File: config.mk
export PLATFORM = sky130hd
export DESIGN_NAME = pll_bringup_seq
export DESIGN_NICKNAME = d
export VERILOG_FILES = /design/src/rtl/pll_seq_pkg.sv /design/src/rtl/pll_seq_timer.sv /design/src/rtl/pll_seq_fsm.sv /design/src/rtl/pll_seq_regs.sv /design/src/rtl/pll_bringup_seq.sv
export SDC_FILE = /design/constraint.sdc
export NUM_CORES = 1
export LEC_CHECK = 0
export BUFFER_PORTS_ARGS = -buffer_cell sky130_fd_sc_hd__buf_4
export CORE_ASPECT_RATIO = 2
export CORE_UTILIZATION = 39
export CTS_CLUSTER_SIZE = 28
export DETAILED_ROUTE_END_ITERATION = 12
export PLACE_DENSITY = 0.65
export SLEW_MARGIN = 15
export SYNTH_ARGS = -nofsm -noshare
export SYNTH_HDL_FRONTEND = slang
export SYNTH_HIERARCHICAL = 1
export SYNTH_SLANG_ARGS = --single-unit
File: constraint.sdc
create_clock -name clk -period 2.5 [get_ports clk]
set_input_delay 0.125 -clock clk [delete_from_list [all_inputs] [get_ports clk]]
set_output_delay 0.125 -clock clk [all_outputs]
set_load 0.05 [all_outputs]
File: src/rtl/pll_seq_pkg.sv
package pll_seq_pkg;
  typedef enum logic [1:0] {
    ST_SETTLE = 2'd0,
    ST_PRST   = 2'd1,
    ST_LOCK   = 2'd2,
    ST_RUN    = 2'd3
  } seq_state_t;

  localparam int unsigned REG_CTRL = 0;
  localparam int unsigned REG_STAT = 1;

  // Cycles needed to cover t_ps at the given period, rounded up.
  function automatic int unsigned cycles_for(input longint unsigned t_ps,
                                             input longint unsigned period_ps);
    return 32'((t_ps + period_ps - 1) / period_ps);
  endfunction
endpackage

File: src/rtl/pll_seq_timer.sv
module pll_seq_timer #(
  parameter int CNT_W = 16
) (
  input  logic             clk,
  input  logic             rst_n,
  input  logic             clr,
  output logic [CNT_W-1:0] cnt
);
  always_ff @(posedge clk or negedge rst_n) begin
    if (!rst_n)   cnt <= '0;
    else if (clr) cnt <= '0;
    else          cnt <= cnt + 1'b1;
  end
endmodule

File: src/rtl/pll_seq_fsm.sv
module pll_seq_fsm
  import pll_seq_pkg::*;
#(
  parameter int CNT_W      = 16,
  parameter int SETTLE_CYC = 100,
  parameter int RST_CYC    = 10,
  parameter int LOCK_CYC   = 20
) (
  input  logic             clk,
  input  logic             rst_n,
  input  logic             relock,
  input  logic [CNT_W-1:0] cnt,
  output logic             clr,
  output seq_state_t       state
);
  localparam logic [CNT_W-1:0] SETTLE_LAST = CNT_W'(SETTLE_CYC - 1);
  localparam logic [CNT_W-1:0] RST_LAST    = CNT_W'(RST_CYC - 1);
  localparam logic [CNT_W-1:0] LOCK_LAST   = CNT_W'(LOCK_CYC - 1);

  seq_state_t nxt;

  always_comb begin
    nxt = state;
    clr = 1'b0;
    unique case (state)
      ST_SETTLE: if (cnt == SETTLE_LAST) begin nxt = ST_PRST; clr = 1'b1; end
      ST_PRST:   if (cnt == RST_LAST)    begin nxt = ST_LOCK; clr = 1'b1; end
      ST_LOCK:   if (cnt == LOCK_LAST)   begin nxt = ST_RUN;  clr = 1'b1; end
      ST_RUN: begin
        clr = 1'b1;
        if (relock) nxt = ST_PRST;
      end
      default: begin nxt = ST_SETTLE; clr = 1'b1; end
    endcase
  end

  always_ff @(posedge clk or negedge rst_n) begin
    if (!rst_n) state <= ST_SETTLE;
    else        state <= nxt;
  end
endmodule

File: src/rtl/pll_seq_regs.sv
module pll_seq_regs
  import pll_seq_pkg::*;
#(
  parameter int ADDR_W = 2,
  parameter int DATA_W = 8
) (
  input  logic              clk,
  input  logic              rst_n,
  input  logic [ADDR_W-1:0] reg_addr,
  input  logic              reg_wr,
  input  logic [DATA_W-1:0] reg_wdata,
  input  seq_state_t        state,
  output logic [DATA_W-1:0] reg_rdata,
  output logic              relock
);
  logic relock_en;
  logic ctrl_wr;
  logic unused_wbits;

  assign ctrl_wr      = reg_wr && (reg_addr == ADDR_W'(REG_CTRL));
  assign relock       = ctrl_wr && reg_wdata[0] && relock_en;
  assign unused_wbits = ^reg_wdata[DATA_W-1:2];

  always_ff @(posedge clk or negedge rst_n) begin
    if (!rst_n)       relock_en <= 1'b1;
    else if (ctrl_wr) relock_en <= reg_wdata[1];
  end

  always_comb begin
    reg_rdata = '0;
    if (reg_addr == ADDR_W'(REG_CTRL)) begin
      reg_rdata[1] = relock_en;
    end else if (reg_addr == ADDR_W'(REG_STAT)) begin
      reg_rdata[0] = (state != ST_RUN);
      reg_rdata[1] = (state != ST_SETTLE);
      reg_rdata[2] = (state == ST_PRST);
      reg_rdata[3] = (state == ST_RUN);
    end
  end
endmodule

File: src/rtl/pll_bringup_seq.sv
module pll_bringup_seq
  import pll_seq_pkg::*;
#(
  parameter int CLK_PERIOD_PS = 4000,
  parameter int SETTLE_NS     = 100000,
  parameter int RST_NS        = 1000,
  parameter int LOCK_CYCLES   = 2000,
  parameter int ADDR_W        = 2,
  parameter int DATA_W        = 8
) (
  input  logic              clk,
  input  logic              rst_n,
  input  logic [ADDR_W-1:0] reg_addr,
  input  logic              reg_wr,
  input  logic [DATA_W-1:0] reg_wdata,
  output logic [DATA_W-1:0] reg_rdata,
  output logic              pll_rst,
  output logic              pll_sel,
  output logic              dev_rst_n
);
  localparam int SETTLE_CYC = int'(cycles_for(longint'(SETTLE_NS) * 1000, longint'(CLK_PERIOD_PS)));
  localparam int RST_CYC    = int'(cycles_for(longint'(RST_NS) * 1000, longint'(CLK_PERIOD_PS)));
  localparam int LOCK_CYC   = LOCK_CYCLES;
  localparam int MAX_CYC    = (SETTLE_CYC > RST_CYC)
                              ? ((SETTLE_CYC > LOCK_CYC) ? SETTLE_CYC : LOCK_CYC)
                              : ((RST_CYC > LOCK_CYC) ? RST_CYC : LOCK_CYC);
  localparam int CNT_W      = $clog2(MAX_CYC + 1);

  seq_state_t       state;
  logic             clr;
  logic             relock;
  logic [CNT_W-1:0] cnt;

  pll_seq_timer #(.CNT_W(CNT_W)) u_timer (
    .clk(clk), .rst_n(rst_n), .clr(clr), .cnt(cnt)
  );

  pll_seq_fsm #(
    .CNT_W(CNT_W), .SETTLE_CYC(SETTLE_CYC), .RST_CYC(RST_CYC), .LOCK_CYC(LOCK_CYC)
  ) u_fsm (
    .clk(clk), .rst_n(rst_n), .relock(relock), .cnt(cnt), .clr(clr), .state(state)
  );

  pll_seq_regs #(.ADDR_W(ADDR_W), .DATA_W(DATA_W)) u_regs (
    .clk(clk), .rst_n(rst_n), .reg_addr(reg_addr), .reg_wr(reg_wr),
    .reg_wdata(reg_wdata), .state(state), .reg_rdata(reg_rdata), .relock(relock)
  );

  assign pll_rst   = (state == ST_PRST);
  assign pll_sel   = (state == ST_RUN);
  assign dev_rst_n = (state != ST_SETTLE);
endmodule

======== After elaboration in Yosys (flattened, before gate mapping) ========
Cells that the tools add are included.
storage, ports and cells
  bits in registers ....................... 18
  input bits .............................. 13
  output and inout port bits .............. 11
  word-level logic and storage cells ...... 37
cells by class
  $add $sub $neg .......................... 1
  equality and inequality tests ........... 12
  mux-type cells .......................... 14
  reduce and logical (&&, ||, !) cells .... 7
operators with widths
  operator                                               count
  adder 15 x 1 -> 15 bit, second input constant          1
  equality test 15 x 11 -> 1 bit, second input constant  1
  equality test 15 bit, second input constant            1
  equality test 15 x 8 -> 1 bit, second input constant   1
  2-to-1 mux 15 bit                                      1
  2-to-1 mux 2 bit                                       5
  != test 2 x 1 -> 1 bit, second input constant          4
  one-hot mux 2 bit (4 select lines)                     1
  2-to-1 mux 1 bit                                       5
  equality test 2 x 1 -> 1 bit, second input constant    2
  equality test 2 bit, second input constant             2
  zero test 2 bit                                        2
  2-to-1 mux 4 bit                                       1
  one-hot mux 1 bit (4 select lines)                     1
  AND reduction 4 bit                                    1
  logical AND 1 bit                                      3
  != test 2 bit, second input constant                   1
  nonzero test 2 bit                                     1

======== Logic depth before layout (Yosys ltp) ========
  depth after elaboration ................. 6
  gate-level depth with buffers ........... 7
  mapped depth without buffers ............ 6

======== By module ========
Netlist, hierarchy kept.
modules (own cells, without submodules)
  module           instances  cells an instance  area each (µm²)  sequential area each (µm²)
  pll_seq_timer    1          73                 739.5            375.4
  pll_seq_fsm      1          27                 294.0            50.0
  pll_seq_regs     1          16                 136.4            26.3
  pll_bringup_seq  1          3                  22.5             0.0

======== Worst setup path after synthesis ========
No wires, ideal clock.
  path type ............................... reg-to-reg
  start point ............................. reg u_timer.cnt[1]
  end point ............................... reg u_timer.cnt[2]
  setup time .............................. 132 ps
  arrival ................................. 1978 ps
  required time ........................... 2368 ps
  setup slack ............................. 391 ps
  cell stages (with the launch flop) ...... 8
  buffers on the path ..................... 2
  clock period less this slack ............ 2109 ps
  cells stage by stage .................... dfrtp_1 -> or4b_1 -> nor4_1 -> a22o_1 -> o31a_1 -> clkbuf_1 -> clkbuf_1 -> nor2_1
on the way
  word-level cells in the longest chain between the ends .. 4
  elaborated cells between the ends (all ways) .. 9
  those cells by class .................... add/sub (1); eq/ne (3); mux (5)
ends and longest elaborated chain
  element                                                       RTL line                                                 RTL
  start: declaration                                            pll_seq_timer.sv:7                                       output logic [CNT_W-1:0] cnt
  start signal: assignment                                      pll_seq_timer.sv:12                                      else cnt <= cnt + 1'b1;
  equality test 15 x 11 -> 1 bit, or another cell as far along  pll_seq_fsm.sv:28                                        ST_LOCK: if (cnt == LOCK_LAST) begin nxt = ST_RUN; clr = 1'b1; end
  2-to-1 mux 1 bit, on equally long branches                    pll_seq_fsm.sv:28, pll_seq_fsm.sv:26, pll_seq_fsm.sv:27
  one-hot mux 1 bit (4 select lines) (*)                        pll_seq_fsm.sv:25                                        unique case (state)
  named net clr                                                 pll_bringup_seq.sv:30                                    logic clr;
  2-to-1 mux 15 bit (*)                                         pll_seq_timer.sv:11                                      else if (clr) cnt <= '0;
The timed path passes the listed nets; every way through them passes the cells marked *.
A chain may end at the register's enable or synchronous reset.

======== Worst setup path in the final report ========
  start point ............................. reg u_timer.cnt[8]
  end point ............................... reg u_timer.cnt[14]
The elaborated chain is that of the path after synthesis.

==> flow_summary.ini <==
[status]
outcome = complete, no violations

[place]
dp_hpwl_um = 1990
io_buffers = 13
gp_congestion = 0.853

[critical_path]
crit_fanout = 8
cp_data_required_time_ns = 2.64
rrSetupSlack_ns = 0.40
endpoint_kind = register
critPathLaunchType = register
crit_type = reg -> reg
worst_ep_arrival_time_ns = 2.24

[logic_synthesis]
synth_area_leaders = dfrtp_1 (36%), ha_1 (6.3%), a21oi_1 (3.8%)
ys_ff_latch = 18
synthCells = 119
synth.most_common_cell = dfrtp_1
ys_async_sr_fraction_pct = 100
synth_top_flop_cell = dfrtp_1
synth-warning-count = 6
ys_seq_area_share_pct = 37.9
syn-cell-area_um2 = 1190
synth_commonest_cells = dfrtp_1 (17), a21oi_1 (9), nor2_1 (8)
avgSynthCellArea_um2 = 10.0
synth-edff-count = 0
synth_cell_types = 45
synth_top_area_share_pct = 35.7
synth_top_area_cell = dfrtp_1

[layout]
layout-drive-gt1-share_pct = 22.2
num_antenna_cells = 0
syn2layout_area_growth_pct = 15.2
nets = 155

[pwr]
power_leakage_nw = 0.609
powerDensity_nw_per_um2 = 429
p_clk_share_pct = 40.3
seq_power_share_pct = 50.6
netSwitchingPower_mw = 0.137
combinationalPowerShare_pct = 9.0
internal_power_mw = 0.453
swShare_pct = 23.2
ir_drop_v = 0.000250

[sta]
period_share_pct = 83.9
drv_slew = 0
hold_slack_ns = 0.101
rsz0062_at_grt = false
finalHoldViolCount = 0
setup_viol = 0
tns_ns = 0
finClkSkew_ns = 0.00166
fmax_mhz = 477
fin_crit_ns = 2.10

[floorplan]
die_x_um = 41.1
initial_utilization_pct = 40.5
dieHeight_um = 80.2
core_area_um2 = 2940
boundaryPins = 24
rows = 28
die-area_um2 = 3300

[detailed_routing]
drcViolationCount = 0
vias_per_cell = 6.17
routed-via-count = 1018
firstDrtPassIters = 4
drt-initial-drc-count = 25
wl_um = 2540
ant_nets = 0
routedWlPerCell_um = 15.4

[clock_tree]
h-tree-depth = 1
post_cts_resized = 0
clock_sinks = 18
ctsHoldBuffers = 1
clock-root-buffer = clkbuf_8
clk_pin_slew_ns = 0.07
cts_tree = yes
post_cts_buffers = 0
clk_latency_ns = 0.25
clockBufferDepth = 2
numCtsBuffers = 3

[grt]
antenna_found_initial = 0
grt_max_degree = 19
grt_remaining_overflow = 0
grt_pass1_vias = 958
grt_pass1_wl_um = 3940
grt_usage_pct = 17.2

[flow_run]
drv_cap = 0

[worst_hold_path]
min_path_type = in -> reg
## registers in the layout, summed over array words and instances, names as in the netlist
| signal | flops |
|---|---|
| u_timer/cnt | 15 |
| u_regs/relock_en | 1 |
| u_fsm/state | 2 |
## power groups by stage
stage	Combinational (mW)	Sequential, mW	Clock (mW)
finish	0.0533	0.299	0.238
global route	0.0579	0.299	0.264
CTS	0.0541	0.299	0.247
detailed placement	0.0527	0.304	0
global placement	0.0519	0.304	0
floorplan	0.0377	0.303	0
## through the flow
stage	utilization (%)	cell area, um2	setup slack (ns)	cells	power (mW)
4_1_cts	46.7	1370	0.409	165	0.599
3_5_place_dp	44.5	1310	0.434	160	0.357
5_1_grt	46.7	1370	0.242	165	0.620
6_report	46.7	1370	0.403	165	0.590
2_1_floorplan	-	1200	0.391	122	0.341
3_3_place_gp	44.5	1310	0.474	160	0.356
## metal layers
metal / up-vias / global-route usage (%) / part of all wire [%]
met5: - / 0 / 0
met4: 0 / 12.9 / 4.5
met3: 14 / 2.76 / 4.5
met2: 46 / 30.5 / 57
met1: 480 / 15.0 / 34
li1: 478 / - / -
## cell usage in the layout, fill, tap and decap left out, types with 3 or more instances in the layout
cell       n
nand2_1    3
or4_1      5
nor2_1     8
nor2b_1    3
ha_1       6
o31ai_1    5
o21ai_1    3
inv_1      7
clkbuf_8   4
nor4_1     4
a21oi_1    9
nand3_1    4
dfrtp_1   17
or3_1      3
buf_4     14
conb_1     4
## worst paths after layout
check	start	end	cells after the start
setup / recovery	u_timer/cnt[8]$_DFF_PN0_	u_timer/cnt[14]$_DFF_PN0_	6
max in group asynchronous	rst_n	u_regs/relock_en$_DFFE_PN1P_	2
setup reg to reg	u_timer/cnt[8]$_DFF_PN0_	u_timer/cnt[14]$_DFF_PN0_	6
hold / removal	reg_wdata[1]	u_regs/relock_en$_DFFE_PN1P_	2
min in group asynchronous	rst_n	u_fsm/state[0]$_DFFE_PN0P_	2
hold reg to reg	u_timer/cnt[0]$_DFF_PN0_	u_timer/cnt[0]$_DFF_PN0_	1
## area by class of cell
class | count | area (um2)
clock buffer | 4 | 55.1
fill | 294 | 1570
inverter | 7 | 26.3
multi-input combinational | 91 | 688
sequential | 18 | 452
tap | 30 | 37.5
timing repair buffer | 15 | 115
## cells by family (layout without fill, tap and decap cells)
family | Yosys count | in the layout | share of synthesized area, %
other | 1 | 4 | 0.314
adders and majority gates | 6 | 6 | 6.30
buffers and inverters | 13 | 26 | 5.35
and+or+nand+nor | 49 | 49 | 28.9
DFF | 18 | 18 | 37.9
AOI/OAI and AO/OA | 24 | 24 | 14.5
muxes | 5 | 5 | 4.62
xor gates and xnor gates | 3 | 3 | 2.20
## worst max-delay path, stage by stage, from the launching register on
cell     delay [ns]
dfrtp_1        0.46
or4b_1         0.57
nor4_1         0.20
a22o_1         0.18
o31a_1         0.21
nor2_1         0.07
mux2_1         0.29
No activity file was read; power rests on OpenSTA's default activity.
